<file path="src/rtl/nand_seq.sv">
module nand_seq #(
  parameter int ROW_BYTES = 2,
  parameter int WE_LO     = 2,
  parameter int WE_HI     = 2,
  parameter int RE_LO     = 2,
  parameter int RE_HI     = 2,
  parameter int RD_DLY    = 2,
  parameter int BUSY_GAP  = 4,
  parameter int PWR_CYC   = 1000,
  parameter int LW        = 10
) (
  input  logic                   clk,
  input  logic                   rst_n,
  input  logic                   req_valid,
  output logic                   req_ready,
  input  logic [2:0]             req_op,
  input  logic [8*ROW_BYTES-1:0] req_row,
  input  logic [9:0]             req_col,
  input  logic [LW-1:0]          req_len,
  input  logic [7:0]             wr_data,
  output logic                   wr_take,
  output logic [7:0]             rd_data,
  output logic                   rd_valid,
  output logic                   done,
  output logic                   fail,
  output logic [7:0]             io_out,
  input  logic [7:0]             io_in,
  output logic                   io_oe,
  output logic                   ce_n,
  output logic                   cle,
  output logic                   ale,
  output logic                   we_n,
  output logic                   re_n,
  output logic                   wp_n,
  input  logic                   rb
);
  localparam int TW = $clog2(PWR_CYC + 64);
  localparam logic [2:0] OP_RD = 3'd0, OP_PG = 3'd1, OP_ER = 3'd2,
                         OP_ST = 3'd3, OP_ID = 3'd4, OP_RS = 3'd5;

  typedef enum logic [3:0] {
    S_PWR, S_IDLE, S_PTR, S_CMD1, S_ADDR, S_WDAT, S_CMD2,
    S_WAITB, S_RDAT, S_STC, S_STR, S_DONE
  } st_t;

  st_t st, nst;
  logic [2:0]             op;
  logic [8*ROW_BYTES-1:0] row;
  logic [9:0]             col;
  logic [LW-1:0]          len, cnt, nad, rsel;
  logic [TW-1:0]          tmr, lo_n, hi_n;
  logic                   ph;
  logic [7:0]             rbyte;

  wire wcyc = st inside {S_PTR, S_CMD1, S_ADDR, S_WDAT, S_CMD2, S_STC};
  wire rcyc = st inside {S_RDAT, S_STR};
  assign lo_n = wcyc ? TW'(WE_LO) : TW'(RE_LO);
  assign hi_n = wcyc ? TW'(WE_HI) : TW'(RE_HI);
  wire cyc_end   = (wcyc | rcyc) & ph & (tmr == hi_n - 1'b1);
  assign nad = (op == OP_ER) ? LW'(ROW_BYTES) : (op == OP_ID) ? LW'(1) : LW'(ROW_BYTES + 1);
  wire last_addr = (cnt == nad - 1'b1);
  wire last_dat  = (cnt == len - 1'b1);

  always_comb begin
    nst = st;
    case (st)
      S_PWR:   if (tmr == TW'(PWR_CYC - 1)) nst = S_IDLE;
      S_IDLE:  if (req_valid)
                 case (req_op)
                   OP_RD, OP_PG:        nst = S_PTR;
                   OP_ST:               nst = S_STC;
                   OP_ER, OP_ID, OP_RS: nst = S_CMD1;
                   default:             nst = S_IDLE;
                 endcase
      S_PTR:   if (cyc_end) nst = (op == OP_PG) ? S_CMD1 : S_ADDR;
      S_CMD1:  if (cyc_end) nst = (op == OP_RS) ? S_WAITB : S_ADDR;
      S_ADDR:  if (cyc_end && last_addr)
                 case (op)
                   OP_RD:   nst = S_WAITB;
                   OP_PG:   nst = S_WDAT;
                   OP_ER:   nst = S_CMD2;
                   default: nst = S_RDAT;
                 endcase
      S_WDAT:  if (cyc_end && last_dat) nst = S_CMD2;
      S_CMD2:  if (cyc_end) nst = S_WAITB;
      S_WAITB: if (ph && rb)
                 nst = (op == OP_RD) ? S_RDAT : (op == OP_RS) ? S_DONE : S_STC;
      S_RDAT:  if (cyc_end && last_dat) nst = S_DONE;
      S_STC:   if (cyc_end) nst = S_STR;
      S_STR:   if (cyc_end) nst = S_DONE;
      default: nst = S_IDLE;
    endcase
  end

  always_ff @(posedge clk or negedge rst_n) begin
    if (!rst_n) begin
      st <= S_PWR; ph <= 1'b0; tmr <= '0; cnt <= '0;
      op <= '0; row <= '0; col <= '0; len <= '0;
      rd_data <= '0; rd_valid <= 1'b0; fail <= 1'b0;
    end else begin
      rd_valid <= 1'b0;
      if (st != nst) begin
        st <= nst; ph <= 1'b0; tmr <= '0; cnt <= '0;
      end else if (wcyc | rcyc) begin
        if (!ph) begin
          if (tmr == lo_n - 1'b1) begin ph <= 1'b1; tmr <= '0; end
          else tmr <= tmr + 1'b1;
        end else if (tmr == hi_n - 1'b1) begin
          ph <= 1'b0; tmr <= '0; cnt <= cnt + 1'b1;
        end else tmr <= tmr + 1'b1;
      end else if (st == S_WAITB) begin
        if (!ph) begin
          if (tmr == TW'(BUSY_GAP - 1)) ph <= 1'b1;
          else tmr <= tmr + 1'b1;
        end
      end else if (st == S_PWR) tmr <= tmr + 1'b1;

      if (rcyc && !ph && tmr == TW'(RD_DLY - 1)) begin
        rd_data  <= io_in;
        rd_valid <= 1'b1;
        if (st == S_STR) fail <= io_in[0] & (op == OP_PG || op == OP_ER);
      end
      if (st == S_IDLE && req_valid) begin
        op <= req_op; row <= req_row; col <= req_col; len <= req_len; fail <= 1'b0;
      end
    end
  end

  always_comb begin
    rsel  = (op == OP_ER) ? cnt : cnt - 1'b1;
    rbyte = '0;
    for (int k = 0; k < ROW_BYTES; k++)
      if (rsel == LW'(k)) rbyte = row[8*k +: 8];
    case (st)
      S_PTR:   io_out = (col < 10'd256) ? 8'h00 : (col < 10'd512) ? 8'h01 : 8'h50;
      S_CMD1:  io_out = (op == OP_PG) ? 8'h80 : (op == OP_ER) ? 8'h60 :
                        (op == OP_ID) ? 8'h90 : 8'hFF;
      S_CMD2:  io_out = (op == OP_PG) ? 8'h10 : 8'hD0;
      S_STC:   io_out = 8'h70;
      S_ADDR:  io_out = (op == OP_ID) ? 8'h00 :
                        (op != OP_ER && cnt == '0) ? col[7:0] : rbyte;
      S_WDAT:  io_out = wr_data;
      default: io_out = 8'h00;
    endcase
  end

  assign ce_n      = st inside {S_PWR, S_IDLE};
  assign cle       = st inside {S_PTR, S_CMD1, S_CMD2, S_STC};
  assign ale       = (st == S_ADDR);
  assign we_n      = !(wcyc && !ph);
  assign re_n      = !(rcyc && !ph);
  assign io_oe     = wcyc;
  assign wp_n      = (st != S_PWR);
  assign req_ready = (st == S_IDLE);
  assign done      = (st == S_DONE);
  assign wr_take   = (st == S_WDAT) && cyc_end;


  strobe_excl_chk: assert property (@(posedge clk) disable iff (!rst_n) !(!we_n && !re_n));

  cle_ale_chk: assert property (@(posedge clk) disable iff (!rst_n) !(cle && ale));

  pwr_pins_chk: assert property (@(posedge clk) disable iff (!rst_n) !wp_n |-> (ce_n && we_n && !req_ready));

  busy_hold_chk: assert property (@(posedge clk) disable iff (!rst_n)
    (st == S_WAITB && !rb) |=> (st == S_WAITB && we_n && re_n));

  rd_src_chk: assert property (@(posedge clk) disable iff (!rst_n) rd_valid |-> $past(!re_n));

  cmd_frame_chk: assert property (@(posedge clk) disable iff (!rst_n) cle |-> (!ce_n && re_n && io_oe));
endmodule

</file>
<file path="config.mk">
export PLATFORM = sky130hd
export DESIGN_NAME = nand_seq
export DESIGN_NICKNAME = d
export VERILOG_FILES = /design/src/rtl/nand_seq.sv
export SDC_FILE = /design/constraint.sdc
export NUM_CORES = 1
export LEC_CHECK = 0
export CORE_MARGIN = 10
export CORE_UTILIZATION = 48
export CTS_CLUSTER_SIZE = 10
export DETAILED_ROUTE_END_ITERATION = 8
export DONT_BUFFER_PORTS = 1
export PLACE_DENSITY = 0.71
export RECOVER_POWER = 25
export SYNTH_ARGS = -nofsm -noshare
export SYNTH_HDL_FRONTEND = slang
export SYNTH_SLANG_ARGS = --single-unit
export TNS_END_PERCENT = 50
</file>
<file path="constraint.sdc">
create_clock -name clk -period 2.9 [get_ports clk]
set_input_delay 0.29 -clock clk [delete_from_list [all_inputs] [get_ports clk]]
set_output_delay 0.29 -clock clk [all_outputs]
set_load 0.005 [all_outputs]
</file>
==> results.sh <==
export IMPL_cp_arrival_ns=3.08
export IMPL_post_drt_wl_per_cell_um=19.3
export IMPL_post_route_period_util_pct=97.0
export IMPL_vias=4006
export IMPL_synthMuxAreaShare_pct=13.0
export IMPL_final_core_utilization_pct=54.9
export IMPL_setup_ws_ns=0.0866
export IMPL_final_cell_mix="dfrtp_1 (72), mux2_2 (48), nor2_1 (47)"
export IMPL_max_slew_margin_rel_pct=-22.6
export IMPL_synth_xor_area_share_pct=4.51
export IMPL_io_pins=87
export IMPL_clock_latency_ns=0.36
export IMPL_min_path_type="in2reg"
export IMPL_grt_overflow=0
export IMPL_synth_edf_count=0
export IMPL_grt_most_used_layer="met2"
export IMPL_antenna_cells=0
export IMPL_maxCapViolCount=1
export IMPL_min_delay_start="req_len[1]"
export IMPL_gp_congestion=1.00
export IMPL_worstRegToRegCells=10
export IMPL_crit_type="reg2reg"
export IMPL_failed_checks="max-capacitance violations, max-slew violations"
export IMPL_cts_buffer_depth=2
export IMPL_fmax_mhz=355
export IMPL_grt_pass1_wl_um=20900
export IMPL_numCtsBuffers=9
export IMPL_core_area_um2=9820
export IMPL_slew_viol_final=76
export IMPL_synth_compound_area_share_pct=15.0
export IMPL_port_buffers=0
export IMPL_route_detailed_drc=0
export IMPL_die_height_um=121
export IMPL_rr_startpoint="st[1]"
export IMPL_syn_inst=502
export IMPL_dp_hpwl_um=9680
export IMPL_synthFlopType="dfrtp_1"
export IMPL_min_path_cells=2
export IMPL_antenna_found_initial=0
export IMPL_syn_num_nets=567
export IMPL_start_util_pct=49.5
export IMPL_rows=36
export IMPL_cp_start_kind="flop"
export IMPL_drive_above_1_share_pct=26.3
export IMPL_yosys_cell_types_count=73
export IMPL_antenna_left=0
export IMPL_endpoint_kind="flop"
export IMPL_synthSimpleGateAreaFrac_pct=22.9
export IMPL_syn_to_final_growth_pct=11.0
export IMPL_syn_area_um2=4860
export IMPL_seq_area_um2=1880
export IMPL_critPathRequiredTime_ns=3.17
export IMPL_max_vdd_ir_drop_uv=568
export IMPL_grt_pass1_vias=4106
export IMPL_synth_top_family_by_area="simple AND/OR/NAND/NOR gates"
export IMPL_firstDrtPassIters=5
export IMPL_drtIter0Drc=328
export IMPL_crit_fanout=19
export IMPL_grt_use_met1_pct=20.2
export IMPL_synth_async_reset_ratio_pct=100
export IMPL_avgSynthCellArea_um2=9.67
export IMPL_yosys_warnings=0
export IMPL_hold_violations=0
export IMPL_fin_nets=585
export IMPL_min_period_ns=2.81
export IMPL_outcome="finished with violations"
export IMPL_grt_usage_pct=17.5
export IMPL_clock_skew_ns=0.0162
export IMPL_pwr_density_cell_nw_per_um2=1050
export IMPL_worst_pin_slew_ns=1.84
export IMPL_synth_seq_area_share_pct=38.6
export IMPL_fp_dieW_um=121
export IMPL_cts_sinks=75
export IMPL_clkTransAtPathRegs_ns=0.09
export IMPL_cts_root_buf="clkbuf_8"
export IMPL_synth_adder_area_share_pct=1.55
export IMPL_dieArea_um2=14500
export IMPL_drt_wl_total_um=12700
export IMPL_final_common_cell="dfrtp_1"
export IMPL_met3_usage_pct=6.70
export IMPL_p_leak_nw=2.26
export IMPL_htreeDepth=3
export IMPL_via_per_inst=6.09
export IMPL_ys_ff_latch=75
export IMPL_fillCellCount=885
export IMPL_cts_tree="yes"
export IMPL_crit_start="st[1]"
export IMPL_multi_input_area_um2=2830
export IMPL_finalPower_mw=5.66
export IMPL_met2_usage_pct=29.1
export IMPL_grt_max_degree=76
export IMPL_place_worst_setup_slack_ns=0.0125
export IMPL_finalSetupViolCount=0
## state kept, by name (all words and copies together) (netlist names)
signal and cells:
rd_valid 1, rd_data 8, ph 1, fail 1, row 16, st 4, op 3, col 10
tmr 11, len 10, cnt 10
## per-stage QoR
| stage | hold slack, ns | cell area [µm²] | setup TNS [ns] | cells |
|---|---|---|---|---|
| final | 0.0697 | 5390 | 0 | 658 |
| after global routing | 0.0537 | 5390 | -0.0190 | 658 |
| after CTS | 0.0601 | 5310 | 0 | 651 |
| after detailed placement | -0.00268 | 5060 | 0 | 632 |
| after global placement | -0.00269 | 5060 | 0 | 632 |
| after floorplan | -0.00559 | 4860 | 0 | 502 |
## routing by layer
| layer | wire length (µm) | vias up |
|---|---|---|
| met1 | 4960 | 1935 |
| met5 | 0 | - |
| met2 | 6190 | 179 |
| li1 | - | 1862 |
| met3 | 1270 | 30 |
| met4 | 286 | 0 |
## cell families (layout without fill, tap and decap cells)
kind of cell / Yosys count / after routing
adders and majority gates: 6 / 6
xor gates and xnor gates: 25 / 25
AOI/OAI and AO/OA: 106 / 106
DFF: 75 / 75
buffers and inverters: 42 / 65
and+or+nand+nor: 191 / 191
muxes: 57 / 57
## report_power, final
group | switching, mW | internal (mW) | leakage (nW)
clock network | 0.439 | 0.324 | 0.0886
logic | 1.72 | 1.36 | 1.21
registers | 0.378 | 1.43 | 0.955
## critical path, cell delays in order (launching register included)
cell,delay (ns)
dfrtp_2,0.43
buf_4,0.16
a21o_1,0.20
a211o_2,0.43
nor2_2,0.26
a31oi_4,0.13
mux2i_1,0.15
a221o_1,0.39
o21bai_4,0.19
buf_12,0.18
a211oi_2,0.20
## worst paths after layout
kind	endpoint	slack [ns]
worst max-delay path	ph	0.09
worst min-delay path	len[1]	0.07
worst max register to register	ph	0.09
worst min register to register	col[8]	0.51
max in group asynchronous	st[1]	0.68
min in group asynchronous	rd_data[7]	1.01
## synthesized netlist by cell type, drive strengths merged (3+ instances only)
| master | n | area share [%] |
|---|---|---|
| nand3b | 3 | 0.46 |
| nor3 | 13 | 1.8 |
| inv | 14 | 1.1 |
| a211oi | 5 | 0.88 |
| nand3 | 8 | 0.82 |
| o31ai | 3 | 0.46 |
| buf | 15 | 2.4 |
| nor4 | 6 | 1.2 |
| o21bai | 4 | 0.85 |
| a21boi | 3 | 0.46 |
| nand4 | 17 | 2.2 |
| and4b | 4 | 0.82 |
| o22ai | 4 | 0.52 |
| a21o | 3 | 0.46 |
| nand2 | 39 | 3.1 |
| xnor2 | 13 | 2.3 |
| nor2 | 61 | 6.3 |
| and2 | 4 | 0.52 |
| a41oi | 4 | 0.72 |
| a221oi | 4 | 0.72 |
| o21ai | 29 | 3.0 |
| a22oi | 3 | 0.46 |
| nor3b | 4 | 0.85 |
| dfrtp | 75 | 39 |
| a21oi | 24 | 2.5 |
| ha | 6 | 1.5 |
| and3 | 10 | 1.5 |
| nor2b | 3 | 0.39 |
| a311oi | 3 | 0.54 |
| xor2 | 12 | 2.2 |
| o211ai | 3 | 0.46 |
| mux2i | 9 | 1.9 |
| nand2b | 8 | 1.0 |
| clkbuf | 13 | 1.0 |
| mux2 | 48 | 11 |
## cell type report
cell class | instances | share of cell area [%]
Timing Repair Buffer | 35 | 5.11
Clock inverter | 7 | 1.07
Sequential cell | 75 | 34.9
Clock buffer | 9 | 2.30
Inverter | 14 | 0.975
Tap cell | 133 | 3.09
Multi-Input combinational cell | 385 | 52.6
## repair_timing
action | in CTS | in global routing
hold buffers | 2 | 0
setup buffers | 1 | 7
pin swaps | 1 | 2
setup endpoints to repair | 8 | 27
hold endpoints to repair | 75 | 0
resized for setup | 6 | 12
(Power assumes the default switching activity.)
